### src/rtl/oneshot_down_timer.sv
module oneshot_down_timer #(
  parameter int CNT_W = 32
) (
  input  logic        clk,
  input  logic        rst_n,
  input  logic        bus_we,
  input  logic [3:0]  bus_addr,
  input  logic [31:0] bus_wdata,
  output logic [31:0] bus_rdata,
  input  logic [3:0]  tick_src,
  output logic        irq
);

  logic             en, ie, pend, running;
  logic [1:0]       csel;
  logic [CNT_W-1:0] reload, count;

  wire wr_ctrl = bus_we && bus_addr[3:2] == 2'd0;
  wire wr_rld  = bus_we && bus_addr[3:2] == 2'd1;
  wire wr_ack  = bus_we && bus_addr[3:2] == 2'd3;
  wire arm     = wr_ctrl && bus_wdata[0] && !en;
  wire stop    = wr_ctrl && !bus_wdata[0];
  wire tick    = tick_src[csel];
  wire step    = running && tick && !stop;
  wire expire  = step && count <= CNT_W'(1);
  wire unused_addr = ^bus_addr[1:0];

  always_ff @(posedge clk) begin
    if (!rst_n) begin
      en <= 1'b0; csel <= 2'd0; ie <= 1'b0; pend <= 1'b0; running <= 1'b0;
      reload <= '0; count <= '0;
    end else begin
      if (wr_ctrl) begin
        en   <= bus_wdata[0];
        csel <= bus_wdata[5:4];
      end
      if (wr_rld && !en) reload <= bus_wdata[CNT_W-1:0];
      if (arm)                   count <= reload;
      else if (wr_rld && !en)    count <= '0;
      else if (step)             count <= (count == '0) ? '0 : count - 1'b1;
      if (arm)                   running <= 1'b1;
      else if (stop || expire)   running <= 1'b0;
      if (wr_ack) ie <= bus_wdata[0];
      if (expire)                       pend <= 1'b1;
      else if (wr_ack && bus_wdata[5])  pend <= 1'b0;
    end
  end

  always_comb begin
    case (bus_addr[3:2])
      2'd0:    bus_rdata = {26'd0, csel, 3'd0, en};
      2'd1:    bus_rdata = 32'(reload);
      2'd2:    bus_rdata = en ? 32'(count) : 32'd0;
      default: bus_rdata = {31'd0, ie};
    endcase
  end

  assign irq = pend & ie;


  reload_lock_chk: assert property (@(posedge clk) disable iff (!rst_n)
    (en && wr_rld) |=> $stable(reload));


  count_step_chk: assert property (@(posedge clk) disable iff (!rst_n)
    (running && tick && !bus_we && count > CNT_W'(1)) |=> count == $past(count) - 1'b1);


  expire_chk: assert property (@(posedge clk) disable iff (!rst_n)
    (running && tick && !bus_we && count <= CNT_W'(1)) |=> (pend && !running && count == '0));


  one_shot_hold_chk: assert property (@(posedge clk) disable iff (!rst_n)
    (!running && !bus_we) |=> $stable(count));


  clear_vs_expire_chk: assert property (@(posedge clk) disable iff (!rst_n)
    (running && tick && !wr_ctrl && count <= CNT_W'(1)) |=> pend);


  clear_chk: assert property (@(posedge clk) disable iff (!rst_n)
    (wr_ack && bus_wdata[5] && !running) |=> !pend);


  mask_keep_chk: assert property (@(posedge clk) disable iff (!rst_n)
    (pend && wr_ack && !bus_wdata[5]) |=> pend);

endmodule

### config.mk
export PLATFORM = sky130hd
export DESIGN_NAME = oneshot_down_timer
export DESIGN_NICKNAME = d
export VERILOG_FILES = /design/src/rtl/oneshot_down_timer.sv
export SDC_FILE = /design/constraint.sdc
export NUM_CORES = 1
export LEC_CHECK = 0
export ABC_AREA = 1
export BUFFER_PORTS_ARGS = -buffer_cell sky130_fd_sc_hd__buf_4
export CELL_PAD_IN_SITES_DETAIL_PLACEMENT = 0
export CELL_PAD_IN_SITES_GLOBAL_PLACEMENT = 1
export CORE_MARGIN = 1
export CORE_UTILIZATION = 39
export DETAILED_ROUTE_END_ITERATION = 8
export PLACE_DENSITY_LB_ADDON = 0.1
export SETUP_SLACK_MARGIN = 0.02
export SLEW_MARGIN = 10
export SYNTH_ARGS = -nofsm -noshare
export SYNTH_HDL_FRONTEND = slang
export SYNTH_SLANG_ARGS = --single-unit
### constraint.sdc
create_clock -name clk -period 2.1 [get_ports clk]
set_input_delay 0.525 -clock clk [delete_from_list [all_inputs] [get_ports clk]]
set_output_delay 0.525 -clock clk [all_outputs]
set_load 0.02 [all_outputs]
==> summary.json, run 1 <==
{
  "run_status": "complete, no violations",
  "numCtsBuffers": 9,
  "synth_cells": 646,
  "area_growth_syn_to_layout_pct": 22.7,
  "grt_util_met3_pct": 2.87,
  "grt_pass1_wl_um": 19600,
  "static_leakage_nw": 2.24,
  "yosysWarningCount": 0,
  "hold_buffers": 0,
  "synth_cell_type_count": 32,
  "final_cell_count_without_fillers": 855,
  "post_cts.repair.setup_buffers": 0,
  "synth_common_cells": "sky130_fd_sc_hd__nor2_1, sky130_fd_sc_hd__inv_1, sky130_fd_sc_hd__nand2_1",
  "hpwl_um": 8000,
  "tightest_pin_transition_ns": 0.665,
  "port-buffer-count": 73,
  "switching_share_pct": 34.6,
  "dp_cells": 839,
  "post_synthesis_register_bit_count": 70,
  "clock.fmax_ghz": 0.504,
  "grt.total_usage_pct": 22.0,
  "skew_ns": 0.00874,
  "clock_power_share_pct": 29.1,
  "timing.max_cap.violations": 0,
  "timing.final.crit_share_pct": 94.6,
  "clk_root_buffer_cell": "sky130_fd_sc_hd__clkbuf_8",
  "avgSynthCellArea_sq_um": 6.36,
  "met1_usage_pct": 29.5,
  "worstSetupEndpointType": "output port",
  "cts_tree": "done",
  "seq_power_share_pct": 41.8,
  "path_class": "input port to output port",
  "synth.most_common_cell": "sky130_fd_sc_hd__nor2_1",
  "first_global_vias": 4125,
  "hold_path_class": "input port to flop",
  "gr-usage-met2_pct": 35.6,
  "finish.net_count": 760,
  "setup_repair_after_global_routing_missed_its_margin": "false",
  "clock_tree.htree_level_count": 3,
  "post_route_cells_drive_above_1_share_pct": 16.8,
  "dominantRegCellSynth": "sky130_fd_sc_hd__dfxtp_1",
  "core_sq_um": 10300,
  "gp_congestion": 0.853,
  "grt_start_max_net_pins": 70,
  "finalWorstPathRequiredPeriod_ns": 1.99,
  "power_switching_mw": 1.24,
  "post-synth-top-area-fraction_pct": 34.1,
  "route.detailed.drc": 0,
  "clk_latency_ns": 0.35,
  "report.final.setup_viol": 0,
  "critical_path_start_type": "input port",
  "cts.sinks": 70,
  "fin_setup_tns_ns": 0,
  "drt-pass1-iter-count": 4,
  "worst-endpoint-arrival_ns": 1.46,
  "globalRoute.busiestLayer": "met2",
  "syn-num-nets": 692,
  "slew_limit_fails": 0,
  "synth_area_leader_cell": "sky130_fd_sc_hd__dfxtp_1",
  "wirelength_um": 11300,
  "die_width_um": 105,
  "synth_enable_flop_cells": 0,
  "drtIter0Drc": 200,
  "drt-wirelength-per-cell_um": 13.3,
  "power.combinational.fraction_pct": 29.1,
  "io_pins": 76,
  "synthArstFlopShare_pct": 0,
  "grt_overflow": 0,
  "vias_per_cell": 5.01,
  "cellInternalPower_mw": 2.34,
  "mappedNetlistArea_sq_um": 4110,
  "max-clock-path-buffers": 2,
  "yosys-top-cells-area": "sky130_fd_sc_hd__dfxtp_1, sky130_fd_sc_hd__nor2_1, sky130_fd_sc_hd__a21oi_1",
  "die_h_um": 105,
  "synth_seq_area_share_pct": 34.1,
  "antenna_violations_before_repair": 0,
  "power_density_nw_per_um2": 710,
  "core.rowCount": 37,
  "path_clk_slew_ns": 0.07,
  "ant_nets": 0,
  "maxSlewHeadroom_pct": 55.7,
  "cts_resized": 0,
  "worstPathRequired_ns": 1.57,
  "crit_path_max_fanout": 16,
  "initial_utilization_pct": 40.0,
  "floorplan.die_area_sq_um": 11000,
  "final-hold-violation-count": 0,
  "ir_worst_vdd_mv": 0.285,
  "diodes": 0,
  "layout.filler_cells": 1131,
  "num_vias": 4282
}
[worst max-delay path, cell delays in order]
cell                      delay (ns)
sky130_fd_sc_hd__buf_4          0.13
sky130_fd_sc_hd__inv_2          0.09
sky130_fd_sc_hd__nand2_1        0.13
sky130_fd_sc_hd__buf_12         0.18
sky130_fd_sc_hd__o22ai_1        0.21
sky130_fd_sc_hd__buf_4          0.18
[kinds of logic after synthesis]
group / count (synthesis) / synth area share [%]
AOI/OAI and AO/OA: 185 / 23.8
xor gates and xnor gates: 10 / 2.13
adders and majority gates: 3 / 0.914
buffers and inverters: 119 / 11.7
DFF: 70 / 34.1
and+or+nand+nor: 259 / 27.3
[metrics by stage]
stage	total power, mW	setup slack, ns	util (%)	cell area (sq um)	hold slack [ns]
after floorplan	2.23	0.133	-	4110	0.437
after global placement	2.55	0.143	47.2	4860	0.452
after detailed placement	2.56	0.137	47.2	4860	0.465
after CTS	3.61	0.125	49.0	5040	0.437
after global routing	3.84	0.0462	49.1	5040	0.451
final	3.58	0.114	49.1	5040	0.450
[power by group through the flow]
stage | sequential [mW] | combinational [mW] | clock [mW]
3_5_place_dp | 1.53 | 1.04 | 0
2_1_floorplan | 1.51 | 0.727 | 0
5_1_grt | 1.51 | 1.19 | 1.14
4_1_cts | 1.49 | 1.04 | 1.07
3_3_place_gp | 1.52 | 1.02 | 0
6_report | 1.50 | 1.04 | 1.04
[sequential cells by signal, summed over array words and instances, names as in the netlist]
signal and flops:
count 32, reload 32, csel 2, en 1, ie 1, pend 1, running 1
[final cells by class]
type	instances	area [sq um]	share of cell area, %
tap	136	170	3.38
timing repair buffer	89	731	14.5
clock buffer	16	180	3.57
sequential	70	1400	27.8
multi-input combinational	457	2230	44.3
inverter	87	327	6.48
[cell usage in the layout, fill, tap and decap left out, types with 10 or more instances in the layout]
cell type	netlist	layout
sky130_fd_sc_hd__nor2_1	118	118
sky130_fd_sc_hd__buf_4	5	84
sky130_fd_sc_hd__inv_1	80	80
sky130_fd_sc_hd__nand2_1	76	76
sky130_fd_sc_hd__a21oi_1	74	74
sky130_fd_sc_hd__dfxtp_1	70	70
sky130_fd_sc_hd__o21ai_0	57	57
sky130_fd_sc_hd__nand3_1	41	41
sky130_fd_sc_hd__o22ai_1	29	29
sky130_fd_sc_hd__o21ai_1	23	23
sky130_fd_sc_hd__clkbuf_8	0	12
sky130_fd_sc_hd__xor2_1	10	10
[metal layers]
metal	wire length (um)	up-vias
met5	0	-
met4	63	0
met3	441	4
met2	5260	84
met1	5580	1944
li1	-	2250
[path summary, 6_finish.rpt]
kind / from / to / slack, ns / cells past startpoint
max reg2reg: count[0] / count[18] / 0.22 / 9
min: bus_wdata[15] / reload[15] / 0.45 / 3
max: bus_addr[3] / bus_rdata[28] / 0.11 / 6
min reg2reg: ie / ie / 0.47 / 2
(Power assumes the default switching activity.)
==> inputs of run 2 (changes only) <==
--- a/config.mk
+++ b/config.mk
@@ -12,7 +12,7 @@
 export CORE_MARGIN = 1
 export CORE_UTILIZATION = 39
 export DETAILED_ROUTE_END_ITERATION = 8
-export PLACE_DENSITY_LB_ADDON = 0.1
+export PLACE_DENSITY = 0.89
 export SETUP_SLACK_MARGIN = 0.02
 export SLEW_MARGIN = 10
 export SYNTH_ARGS = -nofsm -noshare
==> summary.json, run 2 (same netlist as run 1, synthesis figures left out) <==
{
  "maxSlewHeadroom_pct": 58.5,
  "numCtsBuffers": 9,
  "largest_registers": "count (32), reload (32), csel (2)",
  "slew_limit_fails": 0,
  "path_clk_slew_ns": 0.07,
  "core_sq_um": 10300,
  "path_class": "input port to output port",
  "die_h_um": 105,
  "die_width_um": 105,
  "report.final.setup_viol": 0,
  "hold_path_class": "input port to flop",
  "dp_cells": 837,
  "setup_repair_after_global_routing_missed_its_margin": "false",
  "clk_latency_ns": 0.35,
  "grt_pass1_wl_um": 19000,
  "most_common_cell_after_layout_fill_and_taps_aside": "sky130_fd_sc_hd__nor2_1",
  "power_density_nw_per_um2": 712,
  "ant_nets": 0,
  "skew_ns": 0.00520,
  "r2r_cells": 10,
  "tightest_pin_transition_ns": 0.623,
  "hold_buffers": 0,
  "port-buffer-count": 73,
  "clock.fmax_ghz": 0.489,
  "clock_tree.htree_level_count": 3,
  "drt-wirelength-per-cell_um": 13.1,
  "seqCellArea_sq_um": 1400,
  "max-clock-path-buffers": 2,
  "layout_common_cells": "sky130_fd_sc_hd__nor2_1, sky130_fd_sc_hd__buf_4, sky130_fd_sc_hd__inv_1, sky130_fd_sc_hd__nand2_1, sky130_fd_sc_hd__a21oi_1",
  "drtIter0Drc": 159,
  "crit_path_max_fanout": 12,
  "worstSetupEndpointType": "output port",
  "antenna_violations_before_repair": 0,
  "layout.filler_cells": 1100,
  "finalWorstPathRequiredPeriod_ns": 2.05,
  "fin_setup_tns_ns": 0,
  "worst-endpoint-arrival_ns": 1.52,
  "gp_congestion": 0.873,
  "first_global_vias": 4040,
  "final_cell_count_without_fillers": 852,
  "depth_of_the_worst_hold_timing_path": 3,
  "grt_start_max_net_pins": 70,
  "clk_root_buffer_cell": "sky130_fd_sc_hd__clkbuf_8",
  "cts.sinks": 70,
  "worstPathRequired_ns": 1.57,
  "wirelength_um": 11100,
  "multi_input_area_sq_um": 2240,
  "core.rowCount": 37,
  "diodes": 0,
  "post_cts.repair.setup_buffers": 0,
  "critical_path_start_type": "input port",
  "area_growth_syn_to_layout_pct": 23.0,
  "grt.total_usage_pct": 21.2,
  "route.detailed.drc": 0,
  "cts_tree": "done",
  "finish.net_count": 758,
  "floorplan.die_area_sq_um": 11000,
  "num_vias": 4246,
  "final-hold-violation-count": 0,
  "ir_worst_vdd_mv": 0.296,
  "grt_overflow": 0,
  "hpwl_um": 7740,
  "drt-pass1-iter-count": 4,
  "run_status": "complete, no violations",
  "post_route_cells_drive_above_1_share_pct": 17.0,
  "timing.max_cap.violations": 0,
  "initial_utilization_pct": 40.0,
  "vias_per_cell": 4.98,
  "static_leakage_nw": 2.24,
  "timing.final.crit_share_pct": 97.5,
  "io_pins": 76
}
==> run 2: cell types whose count changed in the layout (fill, tap and decap cells not counted), sizes merged <==
cell    change
clkbuf      -1
buf         -2
==> run 2: critical path: stages <==
cell,delay (ns)
sky130_fd_sc_hd__buf_4,0.13
sky130_fd_sc_hd__inv_2,0.05
sky130_fd_sc_hd__nand2_1,0.16
sky130_fd_sc_hd__buf_12,0.21
sky130_fd_sc_hd__o22ai_1,0.25
sky130_fd_sc_hd__buf_4,0.20
==> run 2: path summary, 6_finish.rpt <==
path	startpoint	to	slack [ns]
setup / recovery	bus_addr[3]	bus_rdata[13]	0.05
setup reg to reg	count[0]	count[30]	0.31
hold / removal	bus_wdata[14]	reload[14]	0.44
hold reg to reg	reload[5]	reload[5]	0.48
==> run 2: layer usage <==
layer	routed length, um	vias to the layer above	track usage, %
li1	-	2242	-
met1	5410	1904	27.3
met2	5080	86	35.0
met3	512	14	4.30
met4	146	0	7.44
met5	0	-	0
==> run 2: final cells by class <==
cell class,count,area share (%)
tap,136,3.37
multi-input combinational,457,44.3
clock buffer,15,3.69
sequential,70,27.7
timing repair buffer,87,14.4
inverter,87,6.46
==> run 2: where the power goes <==
part	internal (mW)	leakage, nW	total (mW)	switching, mW
clock network	0.554	0.0958	1.06	0.506
logic	0.392	1.57	1.04	0.647
registers	1.42	0.573	1.50	0.0777
total	2.37	2.24	3.60	1.23
==> run 2: metrics by stage <==
step	utilization, %	setup WS, ns	hold WS [ns]	area [sq um]	power, mW
2_1_floorplan	-	0.133	0.437	4110	2.23
3_3_place_gp	47.2	0.0958	0.453	4850	2.53
3_5_place_dp	47.2	0.101	0.468	4850	2.55
4_1_cts	49.0	0.0875	0.438	5040	3.62
5_1_grt	49.2	0.0502	0.459	5050	3.84
6_report	49.2	0.0530	0.444	5050	3.60
==> run 2: what timing repair did <==
action                     4_1_cts  5_1_grt
hold endpoints to repair         0        0
setup endpoints to repair        0        4
gates resized for setup          0        3
